### src/rtl/icu_pkg.sv
package icu_pkg;
    localparam int ADDR_W      = 4;
    localparam int N_CHAN      = 2;
    localparam int CHAN_STRIDE = 8;
    localparam int CHAN_SPAN   = 4;

    localparam logic [ADDR_W-1:0] IX_SOFT_SET = ADDR_W'(4);
    localparam logic [ADDR_W-1:0] IX_SOFT_CLR = ADDR_W'(5);

    localparam logic [1:0] OFF_STAT = 2'd0;
    localparam logic [1:0] OFF_RAW  = 2'd1;
    localparam logic [1:0] OFF_SET  = 2'd2;
    localparam logic [1:0] OFF_CLR  = 2'd3;

    typedef struct packed {
        logic rd_stat;
        logic rd_raw;
        logic rd_mask;
        logic wr_set;
        logic wr_clr;
    } chan_acc_t;

    typedef struct packed {
        logic rd;
        logic wr_set;
        logic wr_clr;
    } soft_acc_t;

    function automatic logic [ADDR_W-1:0] chan_base(input int c);
        return ADDR_W'(c * CHAN_STRIDE);
    endfunction

    function automatic logic in_window(input logic [ADDR_W-1:0] a,
                                       input logic [ADDR_W-1:0] base);
        return (a >= base) && ({1'b0, a} < ({1'b0, base} + (ADDR_W+1)'(CHAN_SPAN)));
    endfunction
endpackage

### src/rtl/icu_regdec.sv
module icu_regdec
    import icu_pkg::*;
(
    input  logic                           sel_i,
    input  logic                           wr_i,
    input  logic [ADDR_W-1:0]              addr_i,
    output chan_acc_t [N_CHAN-1:0]         chan_acc_o,
    output soft_acc_t                      soft_acc_o,
    output logic                           err_o
);
    logic [N_CHAN-1:0] hit;
    logic [N_CHAN-1:0] bad;
    logic              soft_hit;
    logic              soft_bad;

    genvar c;
    generate
        for (c = 0; c < N_CHAN; c++) begin : g_dec
            localparam logic [ADDR_W-1:0] BASE = chan_base(c);
            logic [ADDR_W-1:0] diff;
            logic [1:0]        off;
            chan_acc_t         acc;

            assign hit[c] = in_window(addr_i, BASE);
            assign diff   = addr_i - BASE;
            assign off    = diff[1:0];

            always_comb begin
                acc = '0;
                if (sel_i && hit[c]) begin
                    acc.rd_stat = !wr_i && (off == OFF_STAT);
                    acc.rd_raw  = !wr_i && (off == OFF_RAW);
                    acc.rd_mask = !wr_i && (off == OFF_SET);
                    acc.wr_set  =  wr_i && (off == OFF_SET);
                    acc.wr_clr  =  wr_i && (off == OFF_CLR);
                end
            end

            assign bad[c] = sel_i && hit[c] &&
                            (wr_i ? ((off == OFF_STAT) || (off == OFF_RAW))
                                  : (off == OFF_CLR));
            assign chan_acc_o[c] = acc;
        end
    endgenerate

    assign soft_hit = (addr_i == IX_SOFT_SET) || (addr_i == IX_SOFT_CLR);
    assign soft_bad = sel_i && !wr_i && (addr_i == IX_SOFT_CLR);

    always_comb begin
        soft_acc_o        = '0;
        soft_acc_o.rd     = sel_i && !wr_i && (addr_i == IX_SOFT_SET);
        soft_acc_o.wr_set = sel_i &&  wr_i && (addr_i == IX_SOFT_SET);
        soft_acc_o.wr_clr = sel_i &&  wr_i && (addr_i == IX_SOFT_CLR);
    end

    assign err_o = (sel_i && !((|hit) || soft_hit)) || (|bad) || soft_bad;
endmodule

### src/rtl/icu_soft_latch.sv
module icu_soft_latch
    import icu_pkg::*;
(
    input  logic      clk,
    input  logic      rst,
    input  soft_acc_t acc_i,
    input  logic      bit0_i,
    output logic      soft_q_o,
    output logic      soft_d_o
);
    always_comb begin
        soft_d_o = soft_q_o;
        if (acc_i.wr_set && bit0_i)
            soft_d_o = 1'b1;
        else if (acc_i.wr_clr && bit0_i)
            soft_d_o = 1'b0;
    end

    always_ff @(posedge clk) begin
        if (rst) soft_q_o <= 1'b0;
        else     soft_q_o <= soft_d_o;
    end

    p_soft_set_r6: assert property (@(posedge clk) disable iff (rst)
        (acc_i.wr_set && bit0_i) |=> soft_q_o);
    p_soft_clr_r6: assert property (@(posedge clk) disable iff (rst)
        (acc_i.wr_clr && bit0_i) |=> !soft_q_o);
    p_soft_hold_r6: assert property (@(posedge clk) disable iff (rst)
        (!bit0_i) |=> $stable(soft_q_o));
endmodule

### src/rtl/icu_channel.sv
module icu_channel
    import icu_pkg::*;
#(
    parameter int N_SRC = 32
) (
    input  logic             clk,
    input  logic             rst,
    input  chan_acc_t        acc_i,
    input  logic [N_SRC-1:0] wdata_i,
    input  logic [N_SRC-1:0] raw_q_i,
    input  logic [N_SRC-1:0] raw_d_i,
    output logic [N_SRC-1:0] rdata_o,
    output logic             out_o
);
    logic [N_SRC-1:0] mask_q;
    logic [N_SRC-1:0] mask_d;

    always_comb begin
        mask_d = mask_q;
        if (acc_i.wr_set)
            mask_d = mask_q | wdata_i;
        else if (acc_i.wr_clr)
            mask_d = mask_q & ~wdata_i;
    end

    always_ff @(posedge clk) begin
        if (rst) begin
            mask_q <= '0;
            out_o  <= 1'b0;
        end else begin
            mask_q <= mask_d;
            out_o  <= |(raw_d_i & mask_d);
        end
    end

    always_comb begin
        rdata_o = '0;
        if (acc_i.rd_stat) rdata_o = raw_q_i & mask_q;
        if (acc_i.rd_raw)  rdata_o = raw_q_i;
        if (acc_i.rd_mask) rdata_o = mask_q;
    end

    p_set_ors_r3: assert property (@(posedge clk) disable iff (rst)
        acc_i.wr_set |=> ((mask_q & $past(wdata_i)) == $past(wdata_i)));
    p_clr_ands_r4: assert property (@(posedge clk) disable iff (rst)
        acc_i.wr_clr |=> ((mask_q & $past(wdata_i)) == '0));
    p_mask_hold_r8: assert property (@(posedge clk) disable iff (rst)
        !(acc_i.wr_set || acc_i.wr_clr) |=> $stable(mask_q));
    p_out_needs_mask_r5: assert property (@(posedge clk) disable iff (rst)
        out_o |-> (mask_q != '0));
endmodule

### src/rtl/dual_irq_ctrl.sv
module dual_irq_ctrl
    import icu_pkg::*;
#(
    parameter int N_SRC = 32
) (
    input  logic              clk,
    input  logic              rst,
    input  logic [N_SRC-1:0]  src_i,
    input  logic              sel_i,
    input  logic              wr_i,
    input  logic [ADDR_W-1:0] addr_i,
    input  logic [N_SRC-1:0]  wdata_i,
    output logic [N_SRC-1:0]  rdata_o,
    output logic              err_o,
    output logic              irq_o,
    output logic              fiq_o
);
    localparam int IRQ_CH = 0;
    localparam int FIQ_CH = 1;

    chan_acc_t [N_CHAN-1:0] chan_acc;
    soft_acc_t              soft_acc;
    logic                   soft_q;
    logic                   soft_d;
    logic [N_SRC-1:0]       raw_q;
    logic [N_SRC-1:0]       raw_d;
    logic [N_SRC-1:0]       chan_rd [N_CHAN];
    logic [N_CHAN-1:0]      chan_out;

    icu_regdec u_dec (
        .sel_i      (sel_i),
        .wr_i       (wr_i),
        .addr_i     (addr_i),
        .chan_acc_o (chan_acc),
        .soft_acc_o (soft_acc),
        .err_o      (err_o)
    );

    icu_soft_latch u_soft (
        .clk      (clk),
        .rst      (rst),
        .acc_i    (soft_acc),
        .bit0_i   (wdata_i[0]),
        .soft_q_o (soft_q),
        .soft_d_o (soft_d)
    );

    assign raw_q = src_i | N_SRC'(soft_q);
    assign raw_d = src_i | N_SRC'(soft_d);

    genvar c;
    generate
        for (c = 0; c < N_CHAN; c++) begin : g_chan
            icu_channel #(.N_SRC(N_SRC)) u_chan (
                .clk     (clk),
                .rst     (rst),
                .acc_i   (chan_acc[c]),
                .wdata_i (wdata_i),
                .raw_q_i (raw_q),
                .raw_d_i (raw_d),
                .rdata_o (chan_rd[c]),
                .out_o   (chan_out[c])
            );
        end
    endgenerate

    always_comb begin
        rdata_o = soft_acc.rd ? N_SRC'(raw_q[0]) : '0;
        for (int k = 0; k < N_CHAN; k++)
            rdata_o = rdata_o | chan_rd[k];
    end

    assign irq_o = chan_out[IRQ_CH];
    assign fiq_o = chan_out[FIQ_CH];

    p_reset_quiet_r9: assert property (@(posedge clk) disable iff (rst)
        $fell(rst) |-> (!irq_o && !fiq_o));
    p_bad_read_zero_r7: assert property (@(posedge clk) disable iff (rst)
        (sel_i && !wr_i && err_o) |-> (rdata_o == '0));
    p_idle_no_err_r7: assert property (@(posedge clk) disable iff (rst)
        !sel_i |-> (!err_o && rdata_o == '0));
    p_bad_write_soft_r8: assert property (@(posedge clk) disable iff (rst)
        (sel_i && wr_i && err_o) |=> $stable(soft_q));
endmodule

### config.mk
export PLATFORM = sky130hd
export DESIGN_NAME = dual_irq_ctrl
export DESIGN_NICKNAME = d
export VERILOG_FILES = /design/src/rtl/icu_pkg.sv /design/src/rtl/icu_regdec.sv /design/src/rtl/icu_soft_latch.sv /design/src/rtl/icu_channel.sv /design/src/rtl/dual_irq_ctrl.sv
export SDC_FILE = /design/constraint.sdc
export NUM_CORES = 1
export LEC_CHECK = 0
export BUFFER_PORTS_ARGS = -buffer_cell sky130_fd_sc_hd__buf_4
export CAP_MARGIN = 40
export CORE_ASPECT_RATIO = 0.8
export CORE_UTILIZATION = 40
export CTS_BUF_LIST = sky130_fd_sc_hd__clkbuf_16
export DETAILED_ROUTE_END_ITERATION = 7
export SLEW_MARGIN = 20
export SYNTH_ARGS = -nofsm -noshare
export SYNTH_HDL_FRONTEND = slang
export SYNTH_SLANG_ARGS = --single-unit
### constraint.sdc
create_clock -name clk -period 4.1 [get_ports clk]
set_input_delay 0.205 -clock clk [delete_from_list [all_inputs] [get_ports clk]]
set_output_delay 0.205 -clock clk [all_outputs]
set_load 0.01 [all_outputs]
### After elaboration in Yosys (flattened, before gate mapping)

Cells that the tools add are included.

* bits in registers: 67
* bits in latches: 0
* word-level logic and storage cells: 87
* output and inout port bits: 35
* memory bits (writable): 0
* bits in read-only memories: 0
* input bits: 72
* memories kept: 0

* multiply operators: 0
* $add $sub $neg: 1
* order comparisons: 4
* muxes and demuxes: 17
* divide/modulo/power cells: 0
* shifts and indexed selects: 0
* reductions and logical operators: 39
* bitwise gates (word level): 13
* eq/ne operators: 8

Operators with widths (count)
* two-way mux 32 bit: 10
* bitwise AND 32 bit: 6
* bitwise OR 32 bit: 3
* bitwise OR 32 x 1 -> 32 bit: 2
* OR reduction 32 bit: 2
* NOT 32 bit: 1
* bitwise OR 1 x 32 -> 32 bit: 1
* logical AND 1 bit: 25
* two-way mux 5 bit: 2
* == test 2 bit (second input constant): 4
* == test 4 x 3 -> 1 bit (second input constant): 2
* logical OR 1 bit: 6
* two-way mux 1 bit: 5
* == test 2 x 1 -> 1 bit (second input constant): 2
* >= comparator 4 x 1 -> 1 bit (second input constant): 1
* >= comparator 4 bit (second input constant): 1
* logical NOT 2 bit: 2
* less-than comparator 4 x 3 -> 1 bit (second input constant): 1
* less-than comparator 4 bit (second input constant): 1
* OR reduction 2 bit: 2
* logical NOT 1 bit: 2
* subtractor 2 x 1 -> 2 bit (second input constant): 1

### Logic depth before layout (Yosys ltp)

Gate-level depths: netlist of run 1.

* depth after elaboration: 9
* mapped depth: 9
* mapped depth without buffers: 6

### Cells and area by module

Synthesis of run 1 repeated with hierarchy kept, for this count alone.

* cell total of the unflattened synthesis: 628
* area, all modules: 4765.8 µm²

By module, submodules not included
* icu_channel: area each 2163.3 µm², times used 2, seq. area each 660.6 µm², cells an instance 281
* dual_irq_ctrl: area each 217.7 µm², times used 1, seq. area each 0.0 µm², cells an instance 34
* icu_regdec: area each 175.2 µm², times used 1, seq. area each 0.0 µm², cells an instance 27
* icu_soft_latch: area each 46.3 µm², times used 1, seq. area each 20.0 µm², cells an instance 5

### Least setup slack after synthesis of run 1

No wires, ideal clock.

* path kind: input to output
* start point: input port wr_i
* end point: output port rdata_o[11]
* buffers on the path: 2
* arrival time: 1.679 ns
* slack: 2.216 ns
* cell stages on the path: 6
* required time: 3.895 ns
* path through: buf_2 > or4b_1 > nor2_1 > clkbuf_1 > a21oi_1 > o22ai_1

* word-level cells in the longest chain between the ends: 8
* elaborated cells between the ends (all ways): 17
* classes of those cells: mux (8); bitwise (2); reduce/logical (7)

RTL lines
* from (decl): RTL line dual_irq_ctrl.sv:10 `input logic wr_i,`
* logical NOT 1 bit *: RTL line icu_regdec.sv:31, icu_regdec.sv:32, icu_regdec.sv:33
* logical AND 1 bit: RTL line icu_regdec.sv:31 `acc.rd_stat = !wr_i && (off == OFF_STAT);`
* two-way mux 5 bit: RTL line icu_regdec.sv:30 `if (sel_i && hit[c]) begin`
* two-way mux 32 bit: RTL line icu_channel.sv:38 `if (acc_i.rd_stat) rdata_o = raw_q_i & mask_q;`
* two-way mux 32 bit: RTL line icu_channel.sv:39 `if (acc_i.rd_raw) rdata_o = raw_q_i;`
* two-way mux 32 bit: RTL line icu_channel.sv:40 `if (acc_i.rd_mask) rdata_o = mask_q;`
* bitwise OR 1 x 32 -> 32 bit: RTL line dual_irq_ctrl.sv:70 `rdata_o = rdata_o | chan_rd[k];`
* bitwise OR 32 bit *: RTL line dual_irq_ctrl.sv:70
* to (decl): RTL line dual_irq_ctrl.sv:13 `output logic [N_SRC-1:0] rdata_o,`

Mark *: on every way between the ends. The rest lies on a longest branch, timed or not.

### Worst setup path in the final report of run 1

* start point: input port sel_i
* end point: output port rdata_o[17]

* word-level cells in the longest chain between the ends: 7
* elaborated cells between the ends (all ways): 12
* classes of those cells: mux (8); bitwise (2); reduce/logical (2)

RTL lines
* from (decl): RTL line dual_irq_ctrl.sv:9 `input logic sel_i,`
* logical AND 1 bit: RTL line icu_regdec.sv:30
* two-way mux 5 bit: RTL line icu_regdec.sv:30
* two-way mux 32 bit: RTL line icu_channel.sv:38
* two-way mux 32 bit: RTL line icu_channel.sv:39
* two-way mux 32 bit: RTL line icu_channel.sv:40
* bitwise OR 1 x 32 -> 32 bit: RTL line dual_irq_ctrl.sv:70
* bitwise OR 32 bit *: RTL line dual_irq_ctrl.sv:70

Marked as above.

==> reports/results.tsv, run 1 <==
metric	value	unit
Worst VDD drop	158	µV
Synth Area in Simple Gates	27.0	%
post-DR vias/cell	6.18	
Post-Synth Adder-Cell Area	0	%
Area Growth Syn to Fin	25.7	%
Gate Count Post-Synth	629	
hold depth	3	
FF+latch count, synth	67	
share of layout cells above drive strength 1	20.2	%
Inserted Clock Buffers	9	
I/O pins	107	
die width	119	µm
largest cells by area after synthesis	dfxtp_1 (31%), a21oi_1 (10%), nor2_1 (9.8%), a22oi_1 (7.4%), nand2_1 (6.2%)	
post-route minimum period	2.71	ns
clk_skew	0.00668	ns
compound-gate portion of the synthesized area	34.9	%
area share of the largest cell type after synthesis	30.7	%
DRT iter0 DRCs	491	
Layout Utilization	52.6	%
Sum Neg Setup Slack	0	ns
Hold-fix buffers, CTS	0	
CP max FO	16	
Final Power	1.56	mW
static leakage	1.94	nW
ANT nets after route	0	
net count after synthesis	701	
Final Hold Fails	0	
ys async rst share	0	%
Mapped Area	4370	µm²
Congestion Overflow GR	0	
status	finished, final reports clean	
global-route usage over all layers	30.4	%
Hold Slack	0.158	ns
Tcrit/Tclk final	66.2	%
vias in the first global route	4737	
RSZ-0062 raised after global routing	no	
post-cts resize count	0	
ys flop type	dfxtp_1	
register area share after synthesis	30.7	%
PnR worst setup slack	1.39	ns
critical path startpoint category	primary input	
total iterations of the first detailed-routing run	6	
DR vias	5263	
Layout Cells excl Fill	852	
mux cell area share after synthesis	1.66	%
Reg clk slew, reported paths	0.06	ns
Yosys cell types	53	
hold path endpoint	g_chan[0].u_chan.mask_q[25]	
number of flops mapped to enable cells by yosys	0	
maxcap violations	0	
residual DRC count	0	
Die H	95.5	µm
Setup Fix Bufs, Post-CTS	0	
Final Max Slew Viols	0	
clock latency on the worst-skew pair	0.34	ns
Reg2Reg Depth	5	
main combinational cell family by area after synthesis	compound AO/OA/AOI/OAI gates	
CTS sink count	67	
most common cell after layout, fill and taps aside	buf_4	
H-tree levels	3	
clk root buf	clkbuf_16	
final setup vio count	0	
Mapped Avg Cell Area	6.95	µm²
hold path start	wdata_i[25]	
fillcell total	1052	
CTS Buffer Depth	2	
worst path arrival time	2.51	ns
Setup crit end kind	output port	
data required time of the worst path	3.89	ns
fin area	5490	µm²
commonest non-fill, non-tap cells in the layout	buf_4 (116), nor2_1 (112), a21oi_1 (88), nand2_1 (72), dfxtp_1 (67)	
reg-to-reg setup timing slack	2.45	ns
Placed Cells	836	
initial antenna violation count	0	
CTS tree	yes	
first-pass GRT wire length	26.3	mm
die area	11300	µm²
post-synthesis xor/xnor area fraction	0	%
Hold Crit Class	in2reg	
Starting Density	41.8	%
hpwl dp	11.7	mm
Yosys warning count	0	
maximum clock frequency	0.369	GHz
Avg WL per Cell	19.9	µm
floorplan core area	10400	µm²
largest net degree at the start of global routing	68	
Port Buffers	106	
final WL	17.0	mm
dpl ws	1.44	ns
placed cell areas	5230	µm²
Crit Path Class	in2out	
Ant. Diodes	0	
reg2reg start	u_soft.soft_q_o	
R2R Path End	g_chan[1].u_chan.out_o	
Slew @ Worst Pin	0.828	ns
total power per unit cell area	283	nW/µm²
slew margin rel.	44.7	%
area leader, netlist	dfxtp_1	
fin nets	780	
Rows	33	
gp weighted congestion	0.879	
-- cell type report --
type	instances	area (µm²)	share of cell area, %
Timing Repair Buffer	117	891	16.2
Multi-Input combinational cell	507	2810	51.2
Inverter	6	22.5	0.410
Clock buffer	9	225	4.10
Clock inverter	6	26.3	0.478
Sequential cell	67	1340	24.4
Tap cell	140	175	3.19
-- logic make-up after synthesis --
| family | count (synthesis) |
|---|---|
| flops | 67 |
| simple gates | 256 |
| compound gates | 244 |
| mux | 7 |
| buf+inv | 55 |
-- critical path, cell delays in order --
cell,delay [ns]
buf_4,0.13
inv_1,0.08
or4b_1,0.61
nor2_2,0.69
buf_4,0.37
a21oi_1,0.10
o22ai_1,0.16
buf_4,0.15
-- registers in the layout, summed over array words and instances (netlist names) --
| register | count |
|---|---|
| g_chan.u_chan.out_o | 2 |
| g_chan.u_chan.mask_q | 64 |
| u_soft.soft_q_o | 1 |
-- per-layer routing --
layer / track usage [%] / wire (µm) / up-vias
met1: 43.2 / 7660 / 2490
met2: 47.2 / 7510 / 272
met5: 0 / 0 / -
li1: - / - / 2482
met3: 5.62 / 1590 / 19
met4: 7.59 / 201 / 0
-- synth_stat cells, drive strengths merged (3+ instances only) --
master	count
a21oi	88
a22oi	43
a31oi	13
a32oi	4
and4	3
buf	22
clkbuf	27
dfxtp	67
inv	6
mux2i	5
nand2	72
nand3	16
nand4	3
nor2	116
nor2b	19
nor3	8
nor4	4
o21ai	26
o22ai	32
o31ai	17
-- power breakdown --
group	internal, mW	switching, mW
clock	0.395	0.282
sequential	0.658	0.00392
combinational	0.0825	0.135
-- how the worst max path moves through the flow --
stage,start,endpoint,slack (ns),cells after the start
2_1_floorplan,wr_i,rdata_o[11],2.22,6
3_3_place_gp,addr_i[2],rdata_o[26],1.48,7
3_5_place_dp,sel_i,rdata_o[26],1.44,8
4_1_cts,sel_i,rdata_o[26],1.41,8
5_1_grt,sel_i,rdata_o[26],1.27,8
6_report,sel_i,rdata_o[17],1.39,8
No activity file was read; power rests on OpenSTA's default activity.
==> run 2, diff against run 1 <==
==> constraint.sdc (replaced) <==
create_clock -name clk -period 2.7 [get_ports clk]
set_input_delay 0.135 -clock clk [delete_from_list [all_inputs] [get_ports clk]]
set_output_delay 0.135 -clock clk [all_outputs]
set_load 0.01 [all_outputs]
==> reports/results.tsv, run 2 (same netlist as run 1, synthesis figures left out) <==
metric	value	unit
fin area	5550	µm²
CTS Buffer Depth	2	
CTS sink count	67	
clk_skew	0.00397	ns
maximum clock frequency	0.458	GHz
Crit Path Class	in2out	
post-route minimum period	2.18	ns
Slew @ Worst Pin	0.771	ns
first-pass GRT wire length	26.4	mm
clock latency on the worst-skew pair	0.34	ns
Hold Slack	0.0815	ns
Area Growth Syn to Fin	26.9	%
Reg clk slew, reported paths	0.05	ns
post-DR vias/cell	6.18	
max incr delay on CP	0.61	ns
Die H	95.5	µm
critical path, cell by cell	buf_4 -> inv_1 -> or4b_1 -> nor3_4 -> buf_4 -> nor2_1 -> o22ai_1 -> buf_4	
Worst path most repeated cell	buf_4	
clk root buf	clkbuf_16	
DR vias	5325	
Congestion Overflow GR	0	
largest registers	g_chan.u_chan.mask_q: 64 flops, g_chan.u_chan.out_o: 2 flops, u_soft.soft_q_o: 1 flops	
RSZ-0062 raised after global routing	no	
initial antenna violation count	0	
slew margin rel.	48.6	%
Hold Crit Class	in2reg	
Largest register FFs	64	
fin nets	789	
Worst VDD drop	242	µV
floorplan core area	10400	µm²
CP max FO	30	
Final Max Slew Viols	0	
total iterations of the first detailed-routing run	5	
Hold-fix buffers, CTS	0	
CP top delay family	simple AND/OR/NAND/NOR gates	
status	finished, final reports clean	
data required time of the worst path	2.57	ns
Final Hold Fails	0	
placed cell areas	5300	µm²
hold depth	3	
final WL	17.4	mm
Inserted Clock Buffers	9	
largest net degree at the start of global routing	68	
die area	11300	µm²
PnR worst setup slack	0.518	ns
most common cell after layout, fill and taps aside	buf_4	
Setup crit end kind	output port	
critical path startpoint category	primary input	
share of layout cells above drive strength 1	21.1	%
DRT iter0 DRCs	576	
hpwl dp	12.0	mm
maxcap violations	0	
Ant. Diodes	0	
commonest non-fill, non-tap cells in the layout	buf_4 (126), nor2_1 (112), a21oi_1 (88), nand2_1 (72), dfxtp_1 (67)	
slowest cell on the critical path	or4b_1	
global-route usage over all layers	30.8	%
ANT nets after route	0	
Tcrit/Tclk final	80.8	%
Rows	33	
I/O pins	107	
Setup Fix Bufs, Post-CTS	0	
H-tree levels	3	
vias in the first global route	4720	
post-cts resize count	0	
Layout Utilization	53.1	%
static leakage	1.97	nW
worst path arrival time	2.05	ns
die width	119	µm
Starting Density	41.8	%
Bufs and invs on worst path	4	
Reg2Reg Depth	5	
Avg WL per Cell	20.2	µm
gp weighted congestion	0.878	
dpl ws	0.470	ns
Port Buffers	106	
final setup vio count	0	
largest reg by FF count	g_chan.u_chan.mask_q	
CTS tree	yes	
Sum Neg Setup Slack	0	ns
residual DRC count	0	
CP Depth	8	
total power per unit cell area	428	nW/µm²
==> run 2: cell types whose count changed in the layout (fill, tap and decap cells not counted), sizes merged <==
cell | previous run | this run
buf | 117 | 126
clkinv | 4 | 5
inv | 8 | 7
==> run 2: routing by layer <==
metal | vias up | global-route usage [%] | share of wire, %
met4 | 0 | 9.70 | 1.3
li1 | 2496 | - | -
met3 | 22 | 6.28 | 8.6
met1 | 2515 | 44.2 | 47
met5 | - | 0 | 0
met2 | 292 | 45.9 | 43
==> run 2: per-stage QoR <==
| stage | power (mW) | std cells |
|---|---|---|
| after floorplan | 1.16 | 629 |
| after global placement | 1.35 | 846 |
| after detailed placement | 1.35 | 846 |
| after CTS | 2.37 | 861 |
| after global routing | 2.45 | 861 |
| final | 2.37 | 861 |
==> run 2: where the power goes <==
group / leakage [nW] / total (mW) / internal, mW / switching [mW]
sequential: 0.540 / 1.01 / 0.999 / 0.00669
clock: 0.129 / 1.03 / 0.599 / 0.432
combinational: 1.31 / 0.336 / 0.129 / 0.207
total: 1.97 / 2.37 / 1.73 / 0.646
==> run 2: tightest hold or removal path: cells and delay by family <==
family / cells / cell delay, ns
simple gates: 1 / 0.05
compound gates: 1 / 0.05
buf+inv: 1 / 0.13
==> run 2: path summary, 6_finish.rpt <==
path                                                  start                          end  slack (ns)
worst max-delay path                                  sel_i                  rdata_o[26]        0.52
worst max register to register              u_soft.soft_q_o       g_chan[1].u_chan.out_o        1.06
worst min register to register  g_chan[0].u_chan.mask_q[26]  g_chan[0].u_chan.mask_q[26]        0.50
worst min-delay path                            wdata_i[18]  g_chan[1].u_chan.mask_q[18]        0.08
==> run 2: layout make-up <==
| class | instances | area [µm²] |
|---|---|---|
| repair buffers | 126 | 946 |
| fillers | 1066 | 4900 |
| clock inverters | 6 | 25.0 |
| well taps | 140 | 175 |
| flip-flops and latches | 67 | 1340 |
| multi-input cells | 507 | 2810 |
| inverters | 6 | 22.5 |
| clock buffers | 9 | 225 |
